`config.mk`:
```
export PLATFORM = sky130hd
export DESIGN_NAME = thermal_smb_target
export DESIGN_NICKNAME = d
export VERILOG_FILES = /design/src/rtl/smbt_pkg.sv /design/src/rtl/smbt_line.sv /design/src/rtl/smbt_alert.sv /design/src/rtl/smbt_txsel.sv /design/src/rtl/thermal_smb_target.sv
export SDC_FILE = /design/constraint.sdc
export NUM_CORES = 1
export LEC_CHECK = 0
export BUFFER_PORTS_ARGS = -buffer_cell sky130_fd_sc_hd__buf_2
export CAP_MARGIN = 20
export CORE_UTILIZATION = 45
export DETAILED_ROUTE_END_ITERATION = 7
export HOLD_SLACK_MARGIN = 0.02
export PLACE_DENSITY = 0.68
export SLEW_MARGIN = 20
export SYNTH_ARGS = -nofsm -noshare
export SYNTH_HDL_FRONTEND = slang
export SYNTH_SLANG_ARGS = --single-unit
```
`constraint.sdc`:
```
create_clock -name clk -period 4.8 [get_ports clk]
set_clock_uncertainty 0.2 [all_clocks]
set_input_delay 0 -clock clk [delete_from_list [all_inputs] [get_ports clk]]
set_output_delay 0 -clock clk [all_outputs]
set_load 0.05 [all_outputs]
```
`src/rtl/smbt_pkg.sv`:
```
package smbt_pkg;

  typedef enum logic [2:0] {
    ST_IDLE,
    ST_ADDR,
    ST_RXB,
    ST_ACK,
    ST_TXB,
    ST_HACK,
    ST_IGNORE
  } smbt_state_e;

  typedef enum logic [1:0] {
    TGT_NONE,
    TGT_WR,
    TGT_RDW,
    TGT_RDR
  } smbt_tgt_e;

  localparam logic [7:0] BLK_CMD = 8'h40;

  // Byte-wise CRC-8, polynomial 0x07, MSB first.
  function automatic logic [7:0] crc8_step(input logic [7:0] crc, input logic [7:0] b);
    logic [7:0] c;
    c = crc ^ b;
    for (int i = 0; i < 8; i++) begin
      c = c[7] ? ({c[6:0], 1'b0} ^ 8'h07) : {c[6:0], 1'b0};
    end
    return c;
  endfunction

endpackage

```
`src/rtl/smbt_line.sv`:
```
module smbt_line #(
  parameter int SYNC_STAGES = 2
) (
  input  logic clk,
  input  logic rst_n,
  input  logic scl_raw,
  input  logic sda_raw,
  output logic scl_lvl,
  output logic sda_lvl,
  output logic scl_rise,
  output logic scl_fall,
  output logic start_det,
  output logic stop_det
);

  localparam int DEPTH = SYNC_STAGES + 1;

  logic [DEPTH-1:0] scl_sh;
  logic [DEPTH-1:0] sda_sh;

  always_ff @(posedge clk or negedge rst_n) begin
    if (!rst_n) begin
      scl_sh <= '1;
      sda_sh <= '1;
    end else begin
      scl_sh <= {scl_sh[DEPTH-2:0], scl_raw};
      sda_sh <= {sda_sh[DEPTH-2:0], sda_raw};
    end
  end

  logic scl_prev;
  logic sda_prev;

  assign scl_lvl   = scl_sh[DEPTH-2];
  assign sda_lvl   = sda_sh[DEPTH-2];
  assign scl_prev  = scl_sh[DEPTH-1];
  assign sda_prev  = sda_sh[DEPTH-1];
  assign scl_rise  = scl_lvl & ~scl_prev;
  assign scl_fall  = ~scl_lvl & scl_prev;
  assign start_det = scl_lvl & scl_prev & sda_prev & ~sda_lvl;
  assign stop_det  = scl_lvl & scl_prev & ~sda_prev & sda_lvl;

endmodule

```
`src/rtl/smbt_alert.sv`:
```
module smbt_alert #(
  parameter int NFLAG = 4
) (
  input  logic             clk,
  input  logic             rst_n,
  input  logic [NFLAG-1:0] flags,
  input  logic [NFLAG-1:0] enables,
  output logic             alert_n
);

  logic alert_n_d;

  always_comb alert_n_d = ~|(flags & enables);

  always_ff @(posedge clk or negedge rst_n) begin
    if (!rst_n) alert_n <= 1'b1;
    else        alert_n <= alert_n_d;
  end

endmodule

```
`src/rtl/smbt_txsel.sv`:
```
module smbt_txsel #(
  parameter int NBYTES = 8,
  parameter int IDXW   = 4
) (
  input  logic [IDXW-1:0]     idx,
  input  logic [NBYTES*8-1:0] data,
  input  logic [7:0]          crc,
  output logic [7:0]          tx_byte
);

  localparam int NSLOT = NBYTES + 2;

  logic [NSLOT-1:0][7:0] slot;

  assign slot[0]       = 8'(NBYTES);
  assign slot[NSLOT-1] = crc;

  for (genvar g = 0; g < NBYTES; g++) begin : g_slot
    assign slot[g+1] = data[8*g +: 8];
  end

  always_comb begin
    tx_byte = 8'hFF;
    for (int i = 0; i < NSLOT; i++) begin
      if (idx == IDXW'(i)) tx_byte = slot[i];
    end
  end

endmodule

```
`src/rtl/thermal_smb_target.sv`:
```
module thermal_smb_target
  import smbt_pkg::*;
#(
  parameter int NBYTES = 8,
  parameter int NREG   = 4,
  parameter int NFLAG  = 4
) (
  input  logic                clk,
  input  logic                rst_n,
  input  logic                scl_i,
  input  logic                sda_i,
  output logic                sda_pull_o,
  input  logic                sys_awake_i,
  input  logic [6:0]          wr_addr_i,
  input  logic [6:0]          rd_addr_i,
  input  logic                pec_en_i,
  input  logic [NBYTES*8-1:0] blk_data_i,
  output logic [NREG*8-1:0]   ctrl_regs_o,
  input  logic [NFLAG-1:0]    limit_flag_i,
  input  logic [NFLAG-1:0]    alert_en_i,
  output logic                alert_n_o
);

  localparam int IDXW = $clog2(NBYTES + 3);
  localparam int SELW = (NREG > 1) ? $clog2(NREG) : 1;

  // reset: asserted asynchronously, released on the clock
  logic [1:0] rst_sh;
  logic       rst_q_n;

  always_ff @(posedge clk or negedge rst_n) begin
    if (!rst_n) rst_sh <= 2'b00;
    else        rst_sh <= {rst_sh[0], 1'b1};
  end
  assign rst_q_n = rst_sh[1];

  // line conditioning
  logic scl_lvl, sda_lvl, scl_rise, scl_fall, start_det, stop_det;

  smbt_line #(.SYNC_STAGES(2)) u_line (
    .clk      (clk),
    .rst_n    (rst_q_n),
    .scl_raw  (scl_i),
    .sda_raw  (sda_i),
    .scl_lvl  (scl_lvl),
    .sda_lvl  (sda_lvl),
    .scl_rise (scl_rise),
    .scl_fall (scl_fall),
    .start_det(start_det),
    .stop_det (stop_det)
  );

  smbt_alert #(.NFLAG(NFLAG)) u_alert (
    .clk    (clk),
    .rst_n  (rst_q_n),
    .flags  (limit_flag_i),
    .enables(alert_en_i),
    .alert_n(alert_n_o)
  );

  // protocol state
  smbt_state_e     st, st_n;
  smbt_tgt_e       tgt, tgt_n;
  logic [7:0]      sr, sr_n;
  logic [3:0]      bcnt, bcnt_n;
  logic            drv, drv_n;
  logic            first, first_n;
  logic [7:0]      ptr, ptr_n;
  logic            cmd_ok, cmd_ok_n;
  logic            busy, busy_n;
  logic [7:0]      crc, crc_n;
  logic [IDXW-1:0] tidx, tidx_n;
  logic [7:0]      txsr, txsr_n;
  logic            hack, hack_n;
  logic            go_tx, go_tx_n;
  logic            wr_en;
  logic [SELW-1:0] wr_sel;
  logic [7:0]      tx_byte;
  logic [IDXW-1:0] last_idx;

  smbt_txsel #(.NBYTES(NBYTES), .IDXW(IDXW)) u_txsel (
    .idx    (tidx),
    .data   (blk_data_i),
    .crc    (crc),
    .tx_byte(tx_byte)
  );

  assign last_idx = pec_en_i ? IDXW'(NBYTES + 1) : IDXW'(NBYTES);
  assign wr_sel   = ptr[SELW-1:0];

  always_comb begin
    st_n     = st;
    tgt_n    = tgt;
    sr_n     = sr;
    bcnt_n   = bcnt;
    drv_n    = drv;
    first_n  = first;
    ptr_n    = ptr;
    cmd_ok_n = cmd_ok;
    busy_n   = busy;
    crc_n    = crc;
    tidx_n   = tidx;
    txsr_n   = txsr;
    hack_n   = hack;
    go_tx_n  = go_tx;
    wr_en    = 1'b0;

    if (stop_det) begin
      st_n     = ST_IDLE;
      drv_n    = 1'b0;
      busy_n   = 1'b0;
      cmd_ok_n = 1'b0;
    end else if (start_det) begin
      st_n   = ST_ADDR;
      bcnt_n = 4'd0;
      drv_n  = 1'b0;
      busy_n = 1'b1;
      if (!busy) begin
        crc_n    = 8'h00;
        cmd_ok_n = 1'b0;
      end
    end else begin
      case (st)
        ST_ADDR, ST_RXB: begin
          if (scl_rise && bcnt != 4'd8) begin
            sr_n   = {sr[6:0], sda_lvl};
            bcnt_n = bcnt + 4'd1;
          end else if (scl_fall && bcnt == 4'd8) begin
            bcnt_n = 4'd0;
            crc_n  = crc8_step(crc, sr);
            if (st == ST_ADDR) begin
              if (!sys_awake_i) begin
                st_n = ST_IGNORE;
              end else if (sr[7:1] == wr_addr_i && !sr[0]) begin
                st_n = ST_ACK; drv_n = 1'b1; tgt_n = TGT_WR;
                first_n = 1'b1; go_tx_n = 1'b0;
              end else if (sr[7:1] == rd_addr_i && !sr[0]) begin
                st_n = ST_ACK; drv_n = 1'b1; tgt_n = TGT_RDW;
                first_n = 1'b1; go_tx_n = 1'b0;
              end else if (sr[7:1] == rd_addr_i && sr[0] && cmd_ok) begin
                st_n = ST_ACK; drv_n = 1'b1; tgt_n = TGT_RDR;
                go_tx_n = 1'b1; tidx_n = '0;
              end else begin
                st_n = ST_IGNORE;
              end
            end else begin
              first_n = 1'b0;
              if (tgt == TGT_WR) begin
                st_n = ST_ACK; drv_n = 1'b1; go_tx_n = 1'b0;
                if (first) begin
                  ptr_n = sr;
                end else begin
                  wr_en = (ptr < 8'(NREG));
                  if (ptr != 8'hFF) ptr_n = ptr + 8'd1;
                end
              end else if (tgt == TGT_RDW && first && sr == BLK_CMD) begin
                st_n = ST_ACK; drv_n = 1'b1; go_tx_n = 1'b0;
                cmd_ok_n = 1'b1;
              end else begin
                st_n = ST_IGNORE;
                cmd_ok_n = 1'b0;
              end
            end
          end
        end
        ST_ACK: begin
          if (scl_fall) begin
            if (go_tx) begin
              st_n   = ST_TXB;
              txsr_n = tx_byte;
              drv_n  = ~tx_byte[7];
              crc_n  = crc8_step(crc, tx_byte);
              tidx_n = tidx + IDXW'(1);
            end else begin
              st_n  = ST_RXB;
              drv_n = 1'b0;
            end
          end
        end
        ST_TXB: begin
          if (scl_rise && bcnt != 4'd8) begin
            bcnt_n = bcnt + 4'd1;
          end else if (scl_fall && bcnt == 4'd8) begin
            bcnt_n = 4'd0;
            drv_n  = 1'b0;
            st_n   = ST_HACK;
          end else if (scl_fall) begin
            txsr_n = {txsr[6:0], 1'b1};
            drv_n  = ~txsr[6];
          end
        end
        ST_HACK: begin
          if (scl_rise) begin
            hack_n = ~sda_lvl;
          end else if (scl_fall) begin
            if (hack && tidx <= last_idx) begin
              st_n   = ST_TXB;
              txsr_n = tx_byte;
              drv_n  = ~tx_byte[7];
              crc_n  = crc8_step(crc, tx_byte);
              tidx_n = tidx + IDXW'(1);
            end else begin
              st_n = ST_IGNORE;
            end
          end
        end
        default: ;
      endcase
    end
  end

  always_ff @(posedge clk or negedge rst_q_n) begin
    if (!rst_q_n) begin
      st     <= ST_IDLE;
      tgt    <= TGT_NONE;
      sr     <= 8'h00;
      bcnt   <= 4'd0;
      drv    <= 1'b0;
      first  <= 1'b0;
      ptr    <= 8'h00;
      cmd_ok <= 1'b0;
      busy   <= 1'b0;
      crc    <= 8'h00;
      tidx   <= '0;
      txsr   <= 8'hFF;
      hack   <= 1'b0;
      go_tx  <= 1'b0;
    end else begin
      st     <= st_n;
      tgt    <= tgt_n;
      sr     <= sr_n;
      bcnt   <= bcnt_n;
      drv    <= drv_n;
      first  <= first_n;
      ptr    <= ptr_n;
      cmd_ok <= cmd_ok_n;
      busy   <= busy_n;
      crc    <= crc_n;
      tidx   <= tidx_n;
      txsr   <= txsr_n;
      hack   <= hack_n;
      go_tx  <= go_tx_n;
    end
  end

  assign sda_pull_o = drv;

  // controller-written register file
  logic [NREG-1:0][7:0] regs;

  for (genvar g = 0; g < NREG; g++) begin : g_reg
    always_ff @(posedge clk or negedge rst_q_n) begin
      if (!rst_q_n)                           regs[g] <= 8'h00;
      else if (wr_en && wr_sel == SELW'(g))   regs[g] <= sr;
    end
  end

  assign ctrl_regs_o = regs;

endmodule

```
==> results of run 1 <==
## repair_timing
item | CTS | global route
hold buffers | 11 | 0
endpoints found under the setup margin | 0 | 0
hold endpoints to repair | 11 | 0
buffers inserted | 0 | 0
resized for setup | 0 | 0
## worst paths after layout
| path | end | slack (ns) |
|---|---|---|
| max in group asynchronous | u_alert.alert_n | 3.27 |
| worst max-delay path | st[0] | 1.16 |
| worst min register to register | ctrl_regs_o[31] | 0.15 |
| worst min-delay path | tgt[0] | 0.08 |
| min in group asynchronous | ctrl_regs_o[31] | 0.15 |
| worst max register to register | st[0] | 1.16 |
## kinds of logic (layout without fill, tap and decap cells)
family,Yosys count,after routing,synth area share [%]
simple gates,224,224,19.12
compound gates,196,196,20.86
flops,91,91,37.91
buf+inv,53,174,4.031
xor+xnor,51,51,8.516
mux,38,38,7.028
fa+ha+maj,12,12,2.480
other cells,1,1,0.06195
## worst max-delay path, stage by stage (launching register included)
cell and delay (ns):
dfrtp_1 0.68, xnor2_1 0.19, nand4_1 0.10, dlygate4sd3_1 0.56, nor4_1 0.67, o21ai_0 0.29, a31o_2 0.37, o21ai_0 0.18
a21oi_1 0.06, o31ai_1 0.24
## per-layer routing
metal / vias up / GRT usage, % / part of all wire, %
met5: - / 0 / 0
met4: 0 / 8.173 / 1.9
met3: 22 / 3.973 / 4.8
met2: 192 / 41.47 / 49
met1: 2623 / 31.26 / 44
li1: 2656 / - / -
## through the flow
| step | utilization (%) | power [mW] | hold slack [ns] | setup WS [ns] |
|---|---|---|---|---|
| 2_1_floorplan | - | 3.042 | -0.4956 | 1.902 |
| 3_3_place_gp | 51.17 | 3.464 | -0.4150 | 1.387 |
| 3_5_place_dp | 51.17 | 3.523 | -0.4097 | 1.224 |
| 4_1_cts | 54.62 | 4.367 | 0.06773 | 1.198 |
| 5_1_grt | 54.62 | 4.671 | 0.1031 | 0.8674 |
| 6_report | 54.62 | 4.369 | 0.07584 | 1.156 |
## power breakdown
part	internal, mW	leakage [nW]	switching, mW	total, mW
clock	0.525	0.167	0.292	0.817
sequential	0.919	1.18	0.340	1.26
combinational	1.06	2.01	1.23	2.29
total	2.51	3.35	1.86	4.37
## cells in the final DEF, fill, tap and decap left out, types with 4 or more instances in the layout
cell type and instances:
nor3_1 14, a21oi_1 48, nand4b_1 4, nand2b_1 10
nand3b_1 6, ha_1 12, a21o_1 4, and3_1 8
buf_2 125, xor2_1 23, dlygate4sd3_1 11, nor4_1 5
clkbuf_16 9, inv_1 19, nor2_1 47, a211oi_1 7
a32oi_1 4, a2bb2oi_1 4, o21ai_1 6, nand2_1 61
o31ai_1 10, o21ai_0 52, or4_1 4, dfstp_2 14
o22ai_1 6, xnor2_1 23, nor3b_1 8, a22o_1 5
a22oi_1 4, xnor3_1 5, a31oi_1 7, dfrtp_1 76
o221ai_1 7, nor2b_1 21, nand3_1 20, mux2_2 36
o21a_1 5
## state kept, by name, summed over array words and instances, names as in the netlist, 4 cells and up
name / flops
sr: 8
crc: 8
tidx: 4
ptr: 8
ctrl_regs_o: 32
txsr: 7
bcnt: 4
## cell type report
type	instances	area, sq um
fill	1225	5986
multi-input combinational	522	3515
sequential	91	2298
timing repair buffer	138	750.7
clock buffer	12	246.5
tap	176	220.2
clock inverter	4	98.84
inverter	20	75.07
==> impl_results.md, run 1 <==
- Status: finished clean
- Layout cell share with drive strength beyond 1: 25.67%
- Post-synth top area share: 31.83%
- GR Overflow Total: 0
- R2R Path Start: sr[4]
- Fmax: between 200 and 300 MHz
- Critical Path Start Type: register
- Synthesis-to-finish area growth: 19.02%
- Clk sinks: a little over 90
- Clk pin slew, worst setup/hold paths: 0.06 ns
- Top cells by area, synth: dfrtp_1, mux2_2, dfstp_2
- Post-route DRC: 0
- Chip height: 118.0 microns
- Peak supply drop: just over 0.3 mV
- Critical Path RT: 4.84 ns
- Cell Area, Placed: about 6700 sq um
- Starting density of the core: 45.89%
- Placed Instances: between 900 and 1,000
- WL final: 16,500 microns
- Final slew viol count: 0
- Hold Path Class: input port to register
- Number of synthesized flops with an enable pin: 0
- Core area: 13,190 sq um
- Register bit count reported by yosys: a little over 90
- Worst-case reg-to-reg path depth: 9
- Final setup vio count: 0
- Arrival @ worst endpoint: around 3.7 ns
- Lkg Pwr: 3.354 nW
- CTS tree: done
- Mapped Nets: 770
- Final hold vios: 0
- Min Clock Period, post-route: about 3.6 ns
- Hold path depth: 5
- H-tree depth: 3
- Cells after synthesis: about 670
- Post-synth top flop: dfrtp_1
- Vias per cell: 5.704
- Synth Cell Area: 6053 sq um
- Crit path kind: register to register
- RSZ-0062 raised after global routing: false
- Sequential area share after synthesis: 37.91%
- Antenna viol nets, final: 0
- Routed wire per std cell: roughly 17 microns
- I/O pin cnt: 126
- Maxcap violations: 0
- CP startpoint: sr[4]
- GRT Total Usage: between 20% and 30%
- Initial antenna violation count: 0
- Power per cell area: 606.5 nW/um^2
- Root Buffer Master: clkbuf_16
- Longest Clk Path Bufs: 2
- Die X: 118.0 microns
- Number of iterations in the first detailed-routing pass: 5
- Critical path fanouts, max: 11
- Yosys cell types: 73
- # diodes: 0
- Cell Count, Final, Fillers Out: 963
- RD Place Congestion: around 0.9
- Top post-synthesis cells by count: dfrtp_1, nand2_1, o21ai_0
- HPWL Detailed: 11,860 microns
- Most common cell in the netlist: dfrtp_1
- Yosys warnings: 0
- Hold Path Origin: wr_addr_i[5]
- DRT iter0 DRCs: just over 400
- Design area: 7204 sq um
- Clk_lat worst skew: 0.34 ns
- Vias in the first global route: between 5,000 and 6,000
- CP endpoint kind: register
- Die ar.: 13,920 sq um
- Worst-margin pin slew: 1.068 ns
- Vias: around 5,500
- Largest net degree at the start of global routing: 47
- IO buf count: 125
- Final nets: 886
- Final period util: between 70% and 80%
- Slew margin rel.: 28.77%
- Row count: 42
- Num CTS Buffers: 9
- Synthesized area per cell: 9.089 sq um
- Asr flop ratio synth: 100.0%
- Global-route wire length before repair: ~27,000 microns
- Fin Setup TNS: 0 ns
- Area leader, netlist: dfrtp_1
(Power assumes the default switching activity.)
==> run 2, diff against run 1 <==
- ABC_AREA: unset -> 1
- PLACE_DENSITY: 0.68 -> 0.7
- clock period: 4.8 -> 3.2 ns (I/O delays scaled with it)
==> run 2 against run 1 <==
  * Sequential power up 34%
  * Largest power group unchanged
  * Final cell count grew 25%
  * Register-to-register slack got worse by 0.95 ns
  * Die area rose by 2.4%
==> impl_results.md, run 2 <==
- WL final: 16,330 microns
- H-tree depth: 3
- Area of the multi-input gates: between 3000 and 4000 sq um
- Starting density of the core: 46.47%
- Hold Path Class: input port to register
- Post-route DRC: 0
- Most frequent cells in the layout: nand2_1, buf_2, inv_1
- Max FFs per register: 32
- Asr flop ratio synth: 100.0%
- Post-Synth Simple-Gate Area: 33.17%
- Synth Cell Area: 6202 sq um
- Final setup vio count: 0
- Commonest non-fill, non-tap cell in the layout: nand2_1
- Seq. cell area: 2298 sq um
- IO buf count: 125
- Die X: 119.4 microns
- Multiplexer area fraction after synthesis: 0%
- Post-synth top area share: 31.07%
- Power per cell area: around 1000 nW/um^2
- Chip height: 119.4 microns
- Die ar.: about 14,000 sq um
- Core area: 13,350 sq um
- Final period util: between 90% and 100%
- Layout cell share with drive strength beyond 1: between 20% and 30%
- Synthesis-to-finish area growth: 20.74%
- Fill count: between 1,000 and 1,500
- Longest Clk Path Bufs: 2
- Most common cell in the netlist: nand2_1
- Num CTS Buffers: 9
- Row count: 42
- Sequential area share after synthesis: between 30% and 40%
- Largest family of logic cells by synthesized area: simple AND/OR/NAND/NOR gates
- Crit path kind: register to register
- Vias in the first global route: 5,539
- Post-Synth Adder-Cell Area: 2.421%
- Global-route wire length before repair: 26,590 microns
- XOR/XNOR Fraction of Synth Area: 4.660%
- Mapped Nets: between 900 and 1,000
- Min Clock Period, post-route: 2.989 ns
- Final slew viol count: 0
- I/O pin cnt: ~130
- Clk_lat worst skew: approximately 0.35 ns
- Fin Setup TNS: 0 ns
- RD Place Congestion: 0.9326
- Vias per cell: 5.089
- Hold_ws: 0.03047 ns
- CTS tree: done
- DRT iter0 DRCs: 391
- CP startpoint: sr[6]
- Root Buffer Master: clkbuf_16
- HPWL Detailed: around 12,000 microns
- GR Overflow Total: 0
- Critical Path Start Type: register
- Cells after synthesis: 879
- Register bit count reported by yosys: 91
- Routed wire per std cell: roughly 14 microns
- Synthesized area per cell: about 7.1 sq um
- Critical Path RT: 3.24 ns
- Peak supply drop: between 0.4 and 0.5 mV
- Fmax: 334.6 MHz
- Yosys cell types: 49
- Clk sinks: 91
- Area leader, netlist: dfrtp_1
- Yosys warnings: 0
- Final nets: approximately 1,100
- Synth Area in Compound Gates: roughly 14%
- Maxcap violations: 0
- Antenna viol nets, final: 0
- Arrival @ worst endpoint: about 3.0 ns
- Number of synthesized flops with an enable pin: 0
- Critical path fanouts, max: 9
- Post-synth top flop: dfrtp_1
- Clk pin slew, worst setup/hold paths: 0.07 ns
- # diodes: 0
- Top post-synthesis cells by count: nand2_1, inv_1, o21ai_0
- Number of iterations in the first detailed-routing pass: 5
- Final hold vios: 0
- Hold Path Origin: blk_data_i[53]
- Lkg Pwr: approximately 3.8 nW
- R2R Path Start: sr[6]
- Vias: 6,102
- Initial antenna violation count: 0
- Largest net degree at the start of global routing: 82
- RSZ-0062 raised after global routing: false
- CP endpoint kind: register
- GRT Total Usage: 23.42%
- Post-CTS Setup Inserts: 0
- Status: finished clean
- Top cells by area, synth: dfrtp_1, nand2_1, o21ai_0
-- run 2: where the power goes --
| part | total, mW | internal [mW] | switching (mW) | leakage, nW |
|---|---|---|---|---|
| logic | 5.10 | 1.82 | 3.29 | 2.50 |
| clock network | 1.04 | 0.547 | 0.495 | 0.141 |
| registers | 1.69 | 1.40 | 0.296 | 1.16 |
-- run 2: final cells by class --
class | instances | share of cell area, %
clock buffers | 9 | 3.008
flip-flops and latches | 91 | 30.69
clock inverters | 7 | 0.8688
inverters | 105 | 5.263
multi-input cells | 658 | 45.30
well taps | 176 | 2.941
repair buffers | 153 | 11.93
-- run 2: what timing repair did --
| item | in CTS | in global routing |
|---|---|---|
| gates resized for setup | 0 | 2 |
| hold buffers | 15 | 0 |
| endpoints found under the hold margin | 11 | 0 |
| setup endpoints to repair | 0 | 3 |
-- run 2: metal layers --
metal  vias to the layer above  global-route usage, %  part of all wire [%]
met5                         -                      0                     0
met4                         0                  7.969                   1.7
met3                        23                  4.023                   6.5
met2                       214                  37.50                    44
met1                      2740                  31.98                    48
li1                       3125                      -                     -
-- run 2: logic make-up after synthesis --
kind of cell | after synthesis
XOR/XNOR | 33
AO/OA/AOI/OAI | 156
adder cells (fa/ha/maj) | 12
AND/OR/NAND/NOR | 456
buffers and inverters | 130
flip-flops | 91
other | 1
-- run 2: final timing paths --
kind	to	slack, ns	cells after the start
min	txsr[5]	0.03	7
min in group asynchronous	ctrl_regs_o[30]	0.07	0
max	tgt[0]	0.21	11
max in group asynchronous	txsr[2]	1.93	2
min reg2reg	ctrl_regs_o[30]	0.07	0
max reg2reg	tgt[0]	0.21	11
-- run 2: critical path, stage by stage (launching register included) --
cell,delay (ns)
dfrtp_1,0.45
inv_1,0.35
o22ai_1,0.12
nor4_1,0.17
nand4_1,0.19
nand2_1,0.16
a21oi_1,0.07
nor4_2,0.32
nand2_1,0.13
o22ai_1,0.13
dlygate4sd3_1,0.56
inv_1,0.04
-- run 2: through the flow --
stage	setup WS [ns]	util [%]	total power, mW	cells	instance area (sq um)
4_1_cts	0.1335	55.79	7.829	1198	7447
2_1_floorplan	0.3021	-	5.600	879	6202
6_report	0.2110	56.10	7.839	1199	7488
5_1_grt	0.01737	56.10	8.621	1199	7488
3_3_place_gp	0.3709	52.49	6.617	1167	7007
3_5_place_dp	0.2934	52.49	6.696	1167	7007
==> run 3, diff against run 2 <==
- ABC_AREA: 1 -> 0
- CORE_UTILIZATION: 45 -> 35
- PLACE_DENSITY: 0.7 -> unset
==> run 3 against run 2 <==
  * Wire length rose by 7.7%
  * First-iteration DRC count fell by 24%
  * Critical path depth did not move
  * Power fell by 11%
  * Fmax fell by 2.1%
  * Via count fell by 7.8%
  * Largest cell class unchanged
==> impl_results.md, run 3 (same netlist as run 1, synthesis figures left out) <==
- Reg power frac: 25.4%
- Power per cell area: 917.6 nW/um^2
- Clock share of power: 17.3%
- Row count: 47
- Cell Area, Placed: 7137 sq um
- Die ar.: 17,820 sq um
- Status: finished clean
- RD Place Congestion: just under 1
- Switching fraction of total power: a little over two fifths
- Chip height: 133.5 microns
- Maxcap violations: 0
- Critical path fanouts, max: 13
- Worst-margin pin slew: between 0.7 and 0.8 ns
- Vias per cell: 5.371
- Critical Path Start Type: register
- CTS tree: done
- GR Overflow Total: 0
- Placed Instances: 1,021
- HPWL Detailed: 12,930 microns
- Final period util: 95.38%
- GRT Total Usage: 20.25%
- Routed wire per std cell: 16.81 microns
- Clk_lat worst skew: 0.35 ns
- Fill count: 1,650
- Commonest non-fill, non-tap cell in the layout: buf_2
- Most frequent cells in the layout: buf_2, dfrtp_1, nand2_1
- Met3 wire length: 866 microns
- Final Core Density: 45.49%
- Design area: between 7000 and 8000 sq um
- Final slew viol count: 0
- Peak supply drop: 0.3682 mV
- Final nets: 926
- Fin Setup TNS: 0 ns
- Number of iterations in the first detailed-routing pass: 5
- Internal power: 4.061 mW
- Clk sinks: 91
- Layout cell share with drive strength beyond 1: between 30% and 40%
- Max FFs per register: 32
- Root Buffer Master: clkbuf_16
- Initial antenna violation count: 0
- Largest net degree at the start of global routing: 54
- DRT iter0 DRCs: 299
- Pwr Total: 6.996 mW
- Min Clock Period, post-route: 3.052 ns
- Core area: 16,760 sq um
- CP endpoint kind: register
- Hold Path Class: input port to register
- Slew margin rel.: roughly half
- DR top layer: met4
- WL final: 17,600 microns
- # diodes: 0
- Synthesis-to-finish area growth: 25.96%
- Cell Count, Final, Fillers Out: around 1,000
- Clk pin slew, worst setup/hold paths: 0.07 ns
- Arrival @ worst endpoint: 3.13 ns
- Final setup vio count: 0
- Final hold vios: 0
- I/O pin cnt: roughly 130
- Die X: between 100 and 150 microns
- Antenna viol nets, final: 0
- Hold_ws: roughly 0.034 ns
- Crit path kind: register to register
- H-tree depth: 3
- Post-route DRC: 0
- Fmax: 327.6 MHz
- Sw Pwr: 2.935 mW
- Vias: 5,623
- Met1 WL: ~8000 microns
- Global-route wire length before repair: roughly 29,000 microns
- Longest Clk Path Bufs: 2
- IO buf count: 125
- Critical Path RT: 3.28 ns
- Met2 WL: 8213 microns
- Logic pwr share: 57.3%
- Vias in the first global route: ~5,600
- Starting density of the core: 36.12%
- Lkg Pwr: 3.553 nW
- Worst slack, placed: 0.04662 ns
- Num CTS Buffers: 9
- Final Worst Setup Slack: 0.1479 ns
-- run 3: cell count changes in the layout (fill, tap and decap cells not counted), moves of 9 or more --
| cell | previous run | this run |
|---|---|---|
| inv_1 | 96 | 18 |
| mux2_2 | 0 | 36 |
| o21ai_0 | 91 | 52 |
| nor2_1 | 71 | 47 |
| nand2b_1 | 1 | 10 |
| nor2b_1 | 0 | 21 |
| nand2_2 | 19 | 0 |
| nand3_1 | 66 | 20 |
| nand2_1 | 239 | 61 |
| a21oi_1 | 29 | 48 |
| buf_4 | 12 | 42 |
-- run 3: repair_timing --
item / 4_1_cts / 5_1_grt
setup endpoints to repair: 0 / 10
gates resized for setup: 0 / 14
setup buffers: 0 / 1
endpoints found under the hold margin: 9 / 0
hold buffers: 9 / 0
-- run 3: layer usage --
metal	up-vias	track usage (%)
met5	-	0
met4	0	7.765
met3	24	3.311
met2	177	33.02
met1	2685	26.88
li1	2737	-
-- run 3: critical path, stage by stage, from the launching register on --
cell and delay [ns]:
dfrtp_2 0.44, inv_2 0.11, ha_1 0.22, buf_4 0.21, o21ba_2 0.22, a211oi_1 0.26, o31ai_2 0.10, o21ai_2 0.26
xor2_2 0.23, xor2_1 0.25, xnor3_1 0.36, o21ai_1 0.12
-- run 3: cell type report --
type                    instances  area, sq um  area share (%)
multi-input cells             522         3563           46.73
flip-flops and latches         91         2305           30.23
repair buffers                178         1071           14.05
well taps                     220        275.3           3.610
clock buffers                  11        232.7           3.052
clock inverters                 5        102.6           1.346
inverters                      20        75.07          0.9846
-- run 3: path summary, 6_finish.rpt --
check | start | to | slack [ns] | depth (start not counted)
max in group asynchronous | rst_sh[1] | txsr[2] | 1.89 | 1
max | tidx[0] | crc[2] | 0.15 | 11
min in group asynchronous | rst_sh[1] | ptr[0] | 0.19 | 0
min | wr_addr_i[2] | tgt[0] | 0.03 | 5
max reg2reg | tidx[0] | crc[2] | 0.15 | 11
min reg2reg | rst_sh[0] | rst_sh[1] | 0.15 | 0
-- run 3: power groups by stage --
stage | clock network (mW) | registers [mW] | logic [mW]
2_1_floorplan | 0 | 1.58 | 2.98
4_1_cts | 1.24 | 1.77 | 3.87
5_1_grt | 1.28 | 1.82 | 4.37
3_5_place_dp | 0 | 1.78 | 3.83
6_report | 1.21 | 1.78 | 4.01
3_3_place_gp | 0 | 1.79 | 3.79
